<file path="src/rtl/tmr_pkg.sv">
package tmr_pkg;
  localparam int unsigned TMR_W = 8;
  typedef logic [TMR_W-1:0] tcount_t;

  typedef enum logic [1:0] {
    SRC_FAST = 2'd0,
    SRC_MID  = 2'd1,
    SRC_SLOW = 2'd2,
    SRC_MIN  = 2'd3
  } src_sel_e;

  localparam logic [1:0] ADDR_STAT = 2'd0;
  localparam logic [1:0] ADDR_CTRL = 2'd1;
  localparam logic [1:0] ADDR_CNT  = 2'd2;

  // Count of 1 is the final step of a period.
  function automatic logic cd_expires(input tcount_t cnt);
    return cnt == tcount_t'(1);
  endfunction

  // Next count after one tick: zero parks, final step reloads.
  function automatic tcount_t cd_next(input tcount_t cnt, input tcount_t rld);
    if (cnt == '0) return '0;
    if (cd_expires(cnt)) return rld;
    return cnt - tcount_t'(1);
  endfunction
endpackage

</file>
<file path="src/rtl/tmr_prescaler.sv">
module tmr_prescaler #(
  parameter int unsigned PRESC_W   = 15,
  parameter int unsigned FAST_LOG2 = 3,
  parameter int unsigned MID_LOG2  = 9,
  parameter int unsigned MIN_DIV   = 60
) (
  input  logic clk,
  input  logic rst_n,
  input  logic ref_tick,
  output logic tick_fast,
  output logic tick_mid,
  output logic tick_slow,
  output logic tick_min
);
  localparam int unsigned SEC_W = (MIN_DIV > 1) ? $clog2(MIN_DIV) : 1;
  localparam logic [SEC_W-1:0] SEC_LAST = SEC_W'(MIN_DIV - 1);

  logic [PRESC_W-1:0] pre_q;
  logic [SEC_W-1:0]   sec_q;

  always_ff @(posedge clk) begin
    if (!rst_n) pre_q <= '0;
    else if (ref_tick) pre_q <= pre_q + 1'b1;
  end

  // A tap fires on the reference pulse that wraps its low bits.
  assign tick_fast = ref_tick && (&pre_q[FAST_LOG2-1:0]);
  assign tick_mid  = ref_tick && (&pre_q[MID_LOG2-1:0]);
  assign tick_slow = ref_tick && (&pre_q);

  always_ff @(posedge clk) begin
    if (!rst_n) sec_q <= '0;
    else if (tick_slow) sec_q <= (sec_q == SEC_LAST) ? '0 : sec_q + 1'b1;
  end

  assign tick_min = tick_slow && (sec_q == SEC_LAST);
endmodule

</file>
<file path="src/rtl/tmr_core.sv">
module tmr_core
  import tmr_pkg::*;
(
  input  logic    clk,
  input  logic    rst_n,
  input  logic    tick,
  input  logic    en,
  input  logic    load_wr,
  input  tcount_t load_val,
  output tcount_t cnt,
  output tcount_t rld,
  output logic    expire_evt
);
  tcount_t cnt_q, rld_q;

  assign expire_evt = tick && en && !load_wr && cd_expires(cnt_q);

  always_ff @(posedge clk) begin
    if (!rst_n) begin
      cnt_q <= '0;
      rld_q <= '0;
    end else if (load_wr) begin
      cnt_q <= load_val;
      rld_q <= load_val;
    end else if (tick && en) begin
      cnt_q <= cd_next(cnt_q, rld_q);
    end
  end

  assign cnt = cnt_q;
  assign rld = rld_q;
endmodule

</file>
<file path="src/rtl/tmr_irq.sv">
module tmr_irq (
  input  logic clk,
  input  logic rst_n,
  input  logic tick,
  input  logic expire_evt,
  input  logic flag_clr_req,
  input  logic irq_en,
  input  logic pulse_mode,
  output logic flag,
  output logic pulse_active,
  output logic irq
);
  logic flag_q, pulse_q;

  always_ff @(posedge clk) begin
    if (!rst_n) flag_q <= 1'b0;
    else if (expire_evt) flag_q <= 1'b1;
    else if (flag_clr_req) flag_q <= 1'b0;
  end

  always_ff @(posedge clk) begin
    if (!rst_n) pulse_q <= 1'b0;
    else if (expire_evt) pulse_q <= 1'b1;
    else if (tick) pulse_q <= 1'b0;
  end

  assign flag         = flag_q;
  assign pulse_active = pulse_q;
  assign irq          = irq_en && (pulse_mode ? pulse_q : flag_q);
endmodule

</file>
<file path="src/rtl/tick_countdown_timer.sv">
module tick_countdown_timer
  import tmr_pkg::*;
#(
  parameter int unsigned PRESC_W   = 15,
  parameter int unsigned FAST_LOG2 = 3,
  parameter int unsigned MID_LOG2  = 9,
  parameter int unsigned MIN_DIV   = 60
) (
  input  logic       clk,
  input  logic       rst_n,
  input  logic       ref_tick,
  input  logic       host_wr,
  input  logic [1:0] host_addr,
  input  logic [7:0] host_wdata,
  output logic [7:0] host_rdata,
  output logic       irq
);
  logic     tick_fast, tick_mid, tick_slow, tick_min, tick_sel;
  logic     en_q, irq_en_q, pulse_mode_q;
  src_sel_e sel_q;
  logic     stat_wr, ctrl_wr, cnt_wr, flag_clr_req;
  logic     expire_evt, flag_q, pulse_active;
  tcount_t  cnt_q, rld_q;

  tmr_prescaler #(
    .PRESC_W(PRESC_W), .FAST_LOG2(FAST_LOG2),
    .MID_LOG2(MID_LOG2), .MIN_DIV(MIN_DIV)
  ) presc_i (
    .clk(clk), .rst_n(rst_n), .ref_tick(ref_tick),
    .tick_fast(tick_fast), .tick_mid(tick_mid),
    .tick_slow(tick_slow), .tick_min(tick_min)
  );

  always_comb begin
    case (sel_q)
      SRC_FAST: tick_sel = tick_fast;
      SRC_MID:  tick_sel = tick_mid;
      SRC_SLOW: tick_sel = tick_slow;
      default:  tick_sel = tick_min;
    endcase
  end

  assign stat_wr      = host_wr && (host_addr == ADDR_STAT);
  assign ctrl_wr      = host_wr && (host_addr == ADDR_CTRL);
  assign cnt_wr       = host_wr && (host_addr == ADDR_CNT);
  assign flag_clr_req = stat_wr && !host_wdata[0];

  always_ff @(posedge clk) begin
    if (!rst_n) begin
      en_q         <= 1'b0;
      sel_q        <= SRC_MIN;
      irq_en_q     <= 1'b0;
      pulse_mode_q <= 1'b0;
    end else begin
      if (ctrl_wr) begin
        en_q  <= host_wdata[7];
        sel_q <= src_sel_e'(host_wdata[1:0]);
      end
      if (stat_wr) begin
        irq_en_q     <= host_wdata[1];
        pulse_mode_q <= host_wdata[2];
      end
    end
  end

  tmr_core core_i (
    .clk(clk), .rst_n(rst_n), .tick(tick_sel), .en(en_q),
    .load_wr(cnt_wr), .load_val(host_wdata),
    .cnt(cnt_q), .rld(rld_q), .expire_evt(expire_evt)
  );

  tmr_irq irq_i (
    .clk(clk), .rst_n(rst_n), .tick(tick_sel), .expire_evt(expire_evt),
    .flag_clr_req(flag_clr_req), .irq_en(irq_en_q), .pulse_mode(pulse_mode_q),
    .flag(flag_q), .pulse_active(pulse_active), .irq(irq)
  );

  always_comb begin
    case (host_addr)
      ADDR_STAT: host_rdata = {5'b0, pulse_mode_q, irq_en_q, flag_q};
      ADDR_CTRL: host_rdata = {en_q, 5'b0, sel_q};
      ADDR_CNT:  host_rdata = cnt_q;
      default:   host_rdata = 8'h00;
    endcase
  end
endmodule

</file>
<file path="config.mk">
export PLATFORM = sky130hd
export DESIGN_NAME = tick_countdown_timer
export DESIGN_NICKNAME = d
export VERILOG_FILES = /design/src/rtl/tmr_pkg.sv /design/src/rtl/tmr_prescaler.sv /design/src/rtl/tmr_core.sv /design/src/rtl/tmr_irq.sv /design/src/rtl/tick_countdown_timer.sv
export SDC_FILE = /design/constraint.sdc
export NUM_CORES = 1
export LEC_CHECK = 0
export BUFFER_PORTS_ARGS = -buffer_cell sky130_fd_sc_hd__buf_4
export CAP_MARGIN = 25
export CORE_ASPECT_RATIO = 2
export CORE_UTILIZATION = 48
export CTS_CLUSTER_DIAMETER = 60
export DETAILED_ROUTE_END_ITERATION = 7
export PLACE_DENSITY = 0.77
export SLEW_MARGIN = 20
export SYNTH_ARGS = -nofsm -noshare
export SYNTH_HDL_FRONTEND = slang
export SYNTH_SLANG_ARGS = --single-unit
</file>
<file path="constraint.sdc">
create_clock -name clk -period 4.2 [get_ports clk]
set_clock_uncertainty 0.15 [all_clocks]
set_input_delay 0.21 -clock clk [delete_from_list [all_inputs] [get_ports clk]]
set_output_delay 0.21 -clock clk [all_outputs]
set_load 0.05 [all_outputs]
</file>
# Yosys cells after proc, flatten, opt, wreduce, memory -nomap -nowiden
# Index checks and enable logic that the tools add are counted.
classes:
  n_addsub: 3
  n_eq_ne: 6
  n_reduce_logical: 23
  muxes: 23
ops:
  columns: ["operator", "n"]
  rows:
  - ["2-to-1 mux 8 bit", 6]
  - ["case mux 8 bit (3 select lines)", 1]
  - ["adder 15 x 1 -> 15 bit (second input constant)", 1]
  - ["AND reduction 15 bit", 1]
  - ["2-to-1 mux 1 bit", 14]
  - ["logical AND 1 bit", 12]
  - ["AND reduction 9 bit", 1]
  - ["equality test 8 x 1 -> 1 bit (second input constant)", 1]
  - ["zero test 8 bit", 1]
  - ["subtractor 8 x 1 -> 8 bit (second input constant)", 1]
  - ["adder 6 x 1 -> 6 bit (second input constant)", 1]
  - ["equality test 6 bit (second input constant)", 1]
  - ["2-to-1 mux 6 bit", 1]
  - ["nonzero test 2 bit", 3]
  - ["equality test 2 x 1 -> 1 bit (second input constant)", 2]
  - ["equality test 2 bit (second input constant)", 2]
  - ["zero test 2 bit", 2]
  - ["case mux 1 bit (3 select lines)", 1]
  - ["AND reduction 3 bit", 1]
  - ["zero test 1 bit", 2]
word_totals:
  out_inout_bits: 9
  wordCells: 65
  inputBits: 14
  regBits: 44

# Longest topological paths before layout
# Gate-level depths: netlist of run 1.
depth:
  ltp_word: 16
  depth_mapped: 9
  depth_no_buf: 9

# Modules after synthesis
# Synthesis of run 1 repeated with hierarchy kept, for this count alone.
unflattened:
  hier_cells: 274
  area_unflattened_um2: 2518.7
modules_own_cells:
  columns: ["mod", "area_each_um2", "instances", "cells_each"]
  rows:
  - ["tmr_prescaler", 1049.8, 1, 117]
  - ["tmr_core", 982.2, 1, 108]
  - ["tick_countdown_timer", 387.9, 1, 41]
  - ["tmr_irq", 98.8, 1, 8]

# Least setup slack after synthesis of run 1
# Ideal clock, no wire load.
synth_path:
  kind: "reg-to-reg"
  startpoint: "register presc_i.pre_q[0]"
  endpoint: "register core_i.cnt_q[3], in the netlist core_i.cnt[3]"
  path_slack_ns: 2.217
  required_ns: 3.974
  arrival_ns: 1.757
  path_stages_with_launch: 10
  path_buffers: 0
  setup_ns: 0.076
  path_cell_list: "dfxtp_1 ha_1 nand3_2 nor2_1 ha_1 mux2_2 a211o_1 o21ai_0 a211oi_1 o22ai_1"
synth_via:
  elab_chain_cells: 6
synth_rtl:
  columns: ["item", "line", "rtl"]
  rows:
  - ["from (decl)", "tmr_prescaler.sv:18", "logic [PRESC_W-1:0] pre_q;"]
  - ["from (signal assigned)", "tmr_prescaler.sv:23", "else if (ref_tick) pre_q <= pre_q + 1'b1;"]
  - ["AND reduction 15 bit", "tmr_prescaler.sv:29", "assign tick_slow = ref_tick && (&pre_q);"]
  - ["logical AND 1 bit", "tmr_prescaler.sv:29", null]
  - ["logical AND 1 bit", "tmr_prescaler.sv:36", "assign tick_min = tick_slow && (sec_q == SEC_LAST);"]
  - ["case mux 1 bit (3 select lines) (*)", "tick_countdown_timer.sv:35", "case (sel_q)"]
  - ["logical AND 1 bit (*)", "tmr_core.sv:25", "end else if (tick && en) begin"]
  - ["nonzero test 2 bit (no line) (*)", null, null]
  - ["to (signal assigned)", "tmr_core.sv:23", "cnt_q <= load_val;"]
  - ["to (signal assigned)", "tmr_core.sv:26", "cnt_q <= cd_next(cnt_q, rld_q);"]
  - ["to (decl)", "tmr_core.sv:14", "tcount_t cnt_q, rld_q;"]
# Mark *: on every way between the ends. The rest lies on a longest branch, timed or not.
# A chain may end at the register's enable or synchronous reset.

# Worst setup path in the final report of run 1
layout_path:
  startpoint: "register presc_i.pre_q[0]"
  endpoint: "register core_i.cnt_q[2], in the netlist core_i.cnt[2]"
# Same word-level chain as after synthesis.

==> flow_summary.toml, run 1 <==
[run_status]
status = "complete, no violations"

[critical_path]
crit_path_max_fanout = 11
cp_cell_sequence = "ha_1, nand3_2, nor4_4, o211ai_1, o21ai_1, o22ai_1"
critPathMaxStageDelay_ns = 0.68
start_kind = "register"
slowest_stage = "nor4_4"
critPathKind = "register to register"
critPathBufInv = 0
cp.arrival_ns = 2.39
critPathCaptureType = "register"
critPathRequiredTime_ns = 4.23
cp_top_family = "simple AND/OR/NAND/NOR gates"

[timing]
max_freq_mhz = 424
fin_crit_sh = 0.561
fin_setup_tns_ns = 0
hold_slack_ns = 0.00222
slew_viol_final = 0
slew_headroom = 0.321
rsz0062_at_grt = "false"
finalHoldViolations = 0
setup_viol = 0
worst_pin_slew_ns = 1.02
fin_crit_ns = 2.36

[placement]
placed_cell_area_sq_um = 2550
portBuffers = 22
dp_hpwl_microns = 4070
place_congestion = 0.925

[synthesis]
synth_top_area_frac = 0.369
synth_edf_count = 0
syn_area_sq_um = 2390
yosysSeqAreaShare = 0.369
synth_ff_type = "dfxtp_1"
synth_warnings = 0
yosys-top-cells-count = "dfxtp_1 (44), nand2_1 (37), nor2_1 (28)"
synth_area_leaders = "dfxtp_1 (37%), nand2_1 (5.8%), mux2i_1 (5.5%)"
synth-seq-cells = 44
synth_cell_types = 52
synth_fp_nets = 297
synth_most_common_cell = "dfxtp_1"
yosys.area.top_type = "dfxtp_1"
syn_inst = 277
async_reset_ff_frac = 0
postSynthAreaPerCell_sq_um = 8.62

[job]
max_cap_violations = 0

[clocking]
cts_buffers = 5
clkLatencyLatePin_ns = 0.31
cts_setup_buffers = 0
cts_buffer_depth = 2
htreeDepth = 2
clkSlewWorstSetupHoldPaths_ns = 0.09
cts_tree = "built"
cts_resized = 0
cts_root_buffer = "clkbuf_8"
cts_hold_buf = 0
cts_sinks = 44

[grt]
track_usage = 0.229
grt_pass1_vias = 2003
grt_first_pass_wirelength_microns = 9000
antenna_found_initial = 0
grt_start_max_net_pins = 32
grt_remaining_overflow = 0

[route]
drc = 0
vias_per_cell = 5.85
drt_wl_total_microns = 5540
drtIter0Drc = 21
first_pass_iters = 4
avgRoutedWirePerCell_microns = 15.8
ant_nets = 0
via_count = 2049

[floorplanning]
start_util = 0.495
fp.dieArea_sq_um = 5280
rows = 36
die_w_microns = 51.9
fp.coreArea_sq_um = 4820
io_pins = 23
die_h_microns = 102

[pwr]
power_mw = 0.911
leakagePower_nw = 1.05
peakVddDrop_uv = 218
power_density_nw_per_um2 = 342

[cells_and_area]
drive_above_1_share = 0.150
num_antenna_cells = 0
final_area_sq_um = 2660
nNetsFinal = 312
postLayoutCoreUtil = 0.552
area_growth_syn_to_layout_pct = 11.4

[hold_path]
hold_class = "input port to register"
-- cells in the final DEF (no fill, tap or decap), types with 3 or more instances in the layout --
cell,netlist,final
inv_1,4,4
ha_1,6,6
nor2_1,28,28
o21ai_0,12,12
a211oi_1,5,5
clkbuf_8,0,5
buf_4,1,22
nand3_2,3,3
a21oi_1,11,11
o22ai_1,7,7
o21ai_1,3,3
and2_1,7,7
xnor2_1,7,7
o211ai_1,3,3
mux2i_1,13,13
nor2b_1,3,3
dfxtp_1,44,44
a21boi_0,3,3
nand4_1,4,4
xor2_1,12,12
nand3_1,10,10
nand2_1,37,37
nor3_1,4,4
-- worst paths after layout --
kind                                  from                    endpoint  slack (ns)  cells after the start
max          presc_i.pre_q[0]$_SDFFE_PN0P_  core_i.cnt[2]$_SDFFE_PN0P_        1.84                      6
min                          host_wdata[3]  core_i.rld[3]$_SDFFE_PN0P_       0.002                      3
max reg2reg  presc_i.pre_q[0]$_SDFFE_PN0P_  core_i.cnt[2]$_SDFFE_PN0P_        1.84                      6
min reg2reg     core_i.rld[6]$_SDFFE_PN0P_  core_i.rld[6]$_SDFFE_PN0P_        0.31                      2
-- sequential cells by signal, indices dropped and copies added (netlist names), 2 cells and up --
signal,flops
core_i.cnt,8
sel_q,2
core_i.rld,8
presc_i.pre_q,15
presc_i.sec_q,6
-- metal layers --
layer | routed length (microns) | vias to the layer above | global-route usage
li1 | - | 1014 | -
met2 | 2900 | 53 | 0.403
met1 | 2170 | 957 | 0.236
met4 | 267 | 0 | 0.141
met5 | 0 | - | 0
met3 | 203 | 25 | 0.0465
-- through the flow --
stage | setup WS, ns | instances
final | 1.84 | 350
after floorplan | 2.22 | 277
after detailed placement | 1.89 | 342
after CTS | 1.88 | 350
after global routing | 1.64 | 350
after global placement | 1.98 | 342
-- report_power, final --
part	leakage (nW)	internal [mW]	total (mW)	switching, mW
Clock	0.0552	0.177	0.323	0.147
Sequential	0.357	0.428	0.445	0.0170
Combinational	0.642	0.0611	0.142	0.0810
-- cell type report --
| type | count | area, sq um |
|---|---|---|
| fillers | 458 | 2160 |
| multi-input cells | 215 | 1420 |
| flip-flops and latches | 44 | 881 |
| repair buffers | 22 | 165 |
| clock buffers | 6 | 72.6 |
| well taps | 57 | 71.3 |
| clock inverters | 2 | 35.0 |
| inverters | 4 | 15.0 |
-- worst reg2reg max path, delay by kind of cell (launching register included) --
| kind | cells | cell delay (ns) |
|---|---|---|
| compound gates | 3 | 0.65 |
| simple gates | 2 | 0.82 |
| fa+ha+maj | 1 | 0.24 |
| flops | 1 | 0.38 |
-- kinds of logic after synthesis --
kind of cell	Yosys count	synth area share
XOR/XNOR	19	0.0697
buffers and inverters	18	0.0362
flip-flops	44	0.369
adder cells (fa/ha/maj)	6	0.0314
multiplexers	15	0.0639
AND/OR/NAND/NOR	115	0.262
AO/OA/AOI/OAI	60	0.168
No activity file was read; power rests on OpenSTA's default activity.
==> inputs of run 2 (changes only) <==
Settings changed: PLACE_DENSITY 0.77 to 0.79.
Clock period 4.2 ns to 2 ns, I/O delays scaled along.
==> flow_summary.toml, run 2 (synthesis results as in run 1) <==
[cells_and_area]
drive_above_1_share = 0.243
final_common_cell = "buf_4"
final_area_sq_um = 3010
fillers = 401
largest_reg_flops = 15
final_cells = 382
top_register = "presc_i.pre_q"
final_cell_mix = "buf_4 (42), dfxtp_1 (41), nand2_1 (37)"
area_growth_syn_to_layout_pct = 26.0
num_antenna_cells = 0
postLayoutCoreUtil = 0.624
nNetsFinal = 344

[pwr]
power_mw = 1.88
peakVddDrop_uv = 659
power_density_nw_per_um2 = 626
leakagePower_nw = 1.22

[route]
drt_wl_total_microns = 5880
drtIter0Drc = 66
avgRoutedWirePerCell_microns = 15.4
first_pass_iters = 4
ant_nets = 0
vias_per_cell = 5.76
drc = 0
via_count = 2201

[placement]
placed_cell_area_sq_um = 2690
portBuffers = 22
place_congestion = 0.857
place_ws_ns = -0.0800
dp_hpwl_microns = 4250
post-place-cells = 360

[grt]
grt_start_max_net_pins = 31
grt_pass1_vias = 2082
track_usage = 0.239
antenna_found_initial = 0
grt_remaining_overflow = 0
grt_first_pass_wirelength_microns = 9380

[timing]
finalHoldViolations = 0
slew_viol_final = 0
fin_crit_ns = 1.97
fin_crit_sh = 0.987
rsz0062_at_grt = "true"
hold_slack_ns = 0.00413
max_freq_mhz = 507
layout_setup_ws_ns = 0.0260
slew_headroom = 0.630
worst_pin_slew_ns = 0.553
setup_viol = 0
fin_setup_tns_ns = 0

[critical_path]
critPathBufInv = 1
slowest_stage = "dfxtp_2"
cp_top_family = "compound AO/OA/AOI/OAI gates"
critPathMaxStageDelay_ns = 0.34
crit_path_max_fanout = 3
crit_path_start = "presc_i.pre_q[0]$_SDFFE_PN0P_"
reg2regPathDepth = 8
critPathCaptureType = "register"
critPathRequiredTime_ns = 2.09
cp_cell_sequence = "ha_4, buf_4, ha_2, mux2_4, a21o_1, o211ai_1, o22a_1, a2bb2oi_1"
cp.arrival_ns = 2.06
critPathKind = "register to register"
r2r-end = "core_i.cnt[7]$_SDFFE_PN0P_"
crit_cells = 8
start_kind = "register"
crit_path_end = "core_i.cnt[7]$_SDFFE_PN0P_"
rr_startpoint = "presc_i.pre_q[0]$_SDFFE_PN0P_"
r2r_slack_ns = 0.03

[floorplanning]
fp.dieArea_sq_um = 5280
die_h_microns = 102
io_pins = 23
start_util = 0.495
fp.coreArea_sq_um = 4820
die_w_microns = 51.9
rows = 36

[clocking]
cts_tree = "built"
htreeDepth = 2
clkSlewWorstSetupHoldPaths_ns = 0.09
clkLatencyLatePin_ns = 0.30
cts_sinks = 44
cts_root_buffer = "clkbuf_8"
cts_buffers = 5
cts_buffer_depth = 2

[hold_path]
hold_class = "input port to register"

[job]
max_cap_violations = 0

[run_status]
status = "complete, no violations"
-- run 2: changes by cell type in the layout (fill, tap and decap cells not counted), sizes merged --
cell,change
buf,+21
dlygate4sd3,+11
clkbuf,+2
bufinv,-1
clkinv,-1
-- run 2: report_power, final --
part / switching [mW] / internal, mW / leakage (nW)
registers: 0.0308 / 0.900 / 0.358
clock network: 0.306 / 0.282 / 0.0455
logic: 0.192 / 0.172 / 0.813
-- run 2: area by class of cell --
| class | count | area, sq um | area share |
|---|---|---|---|
| Multi-Input combinational cell | 215 | 1510 | 0.502 |
| Sequential cell | 44 | 885 | 0.294 |
| Timing Repair Buffer | 54 | 437 | 0.145 |
| Clock buffer | 8 | 90.1 | 0.0300 |
| Tap cell | 57 | 71.3 | 0.0237 |
| Inverter | 4 | 15.0 | 0.00499 |
-- run 2: layer usage --
metal	track usage	up-vias	part of all wire
li1	-	1077	-
met1	0.243	1039	0.36
met2	0.443	69	0.56
met3	0.0360	16	0.042
met4	0.131	0	0.037
met5	0	-	0
-- run 2: worst min-delay path by stage --
| stage | start | endpoint | slack, ns | cells after the start |
|---|---|---|---|---|
| final | ref_tick | presc_i.pre_q[2]$_SDFFE_PN0P_ | 0.004 | 3 |
| after global routing | ref_tick | presc_i.pre_q[2]$_SDFFE_PN0P_ | 0.03 | 3 |
| after CTS | ref_tick | presc_i.pre_q[2]$_SDFFE_PN0P_ | 0.01 | 3 |
| after detailed placement | host_wdata[5] | core_i.rld[5]$_SDFFE_PN0P_ | 0.22 | 3 |
| after global placement | host_wdata[3] | core_i.rld[3]$_SDFFE_PN0P_ | 0.20 | 3 |
| after floorplan | host_wdata[0] | sel_q[0]$_SDFFE_PN1P_ | 0.08 | 2 |
-- run 2: worst register-to-register path, stage by stage (launching register included) --
cell and delay [ns]:
dfxtp_2 0.34, ha_4 0.17, buf_4 0.13, ha_2 0.15, mux2_4 0.27, a21o_1 0.20
o211ai_1 0.16, o22a_1 0.20, a2bb2oi_1 0.14
-- run 2: repair_timing --
item	in CTS	in global routing
hold buffers	11	0
gates resized for setup	5	19
setup endpoints to repair	14	8
buffers inserted	2	1
endpoints found under the hold margin	13	0
pin swaps	5	9
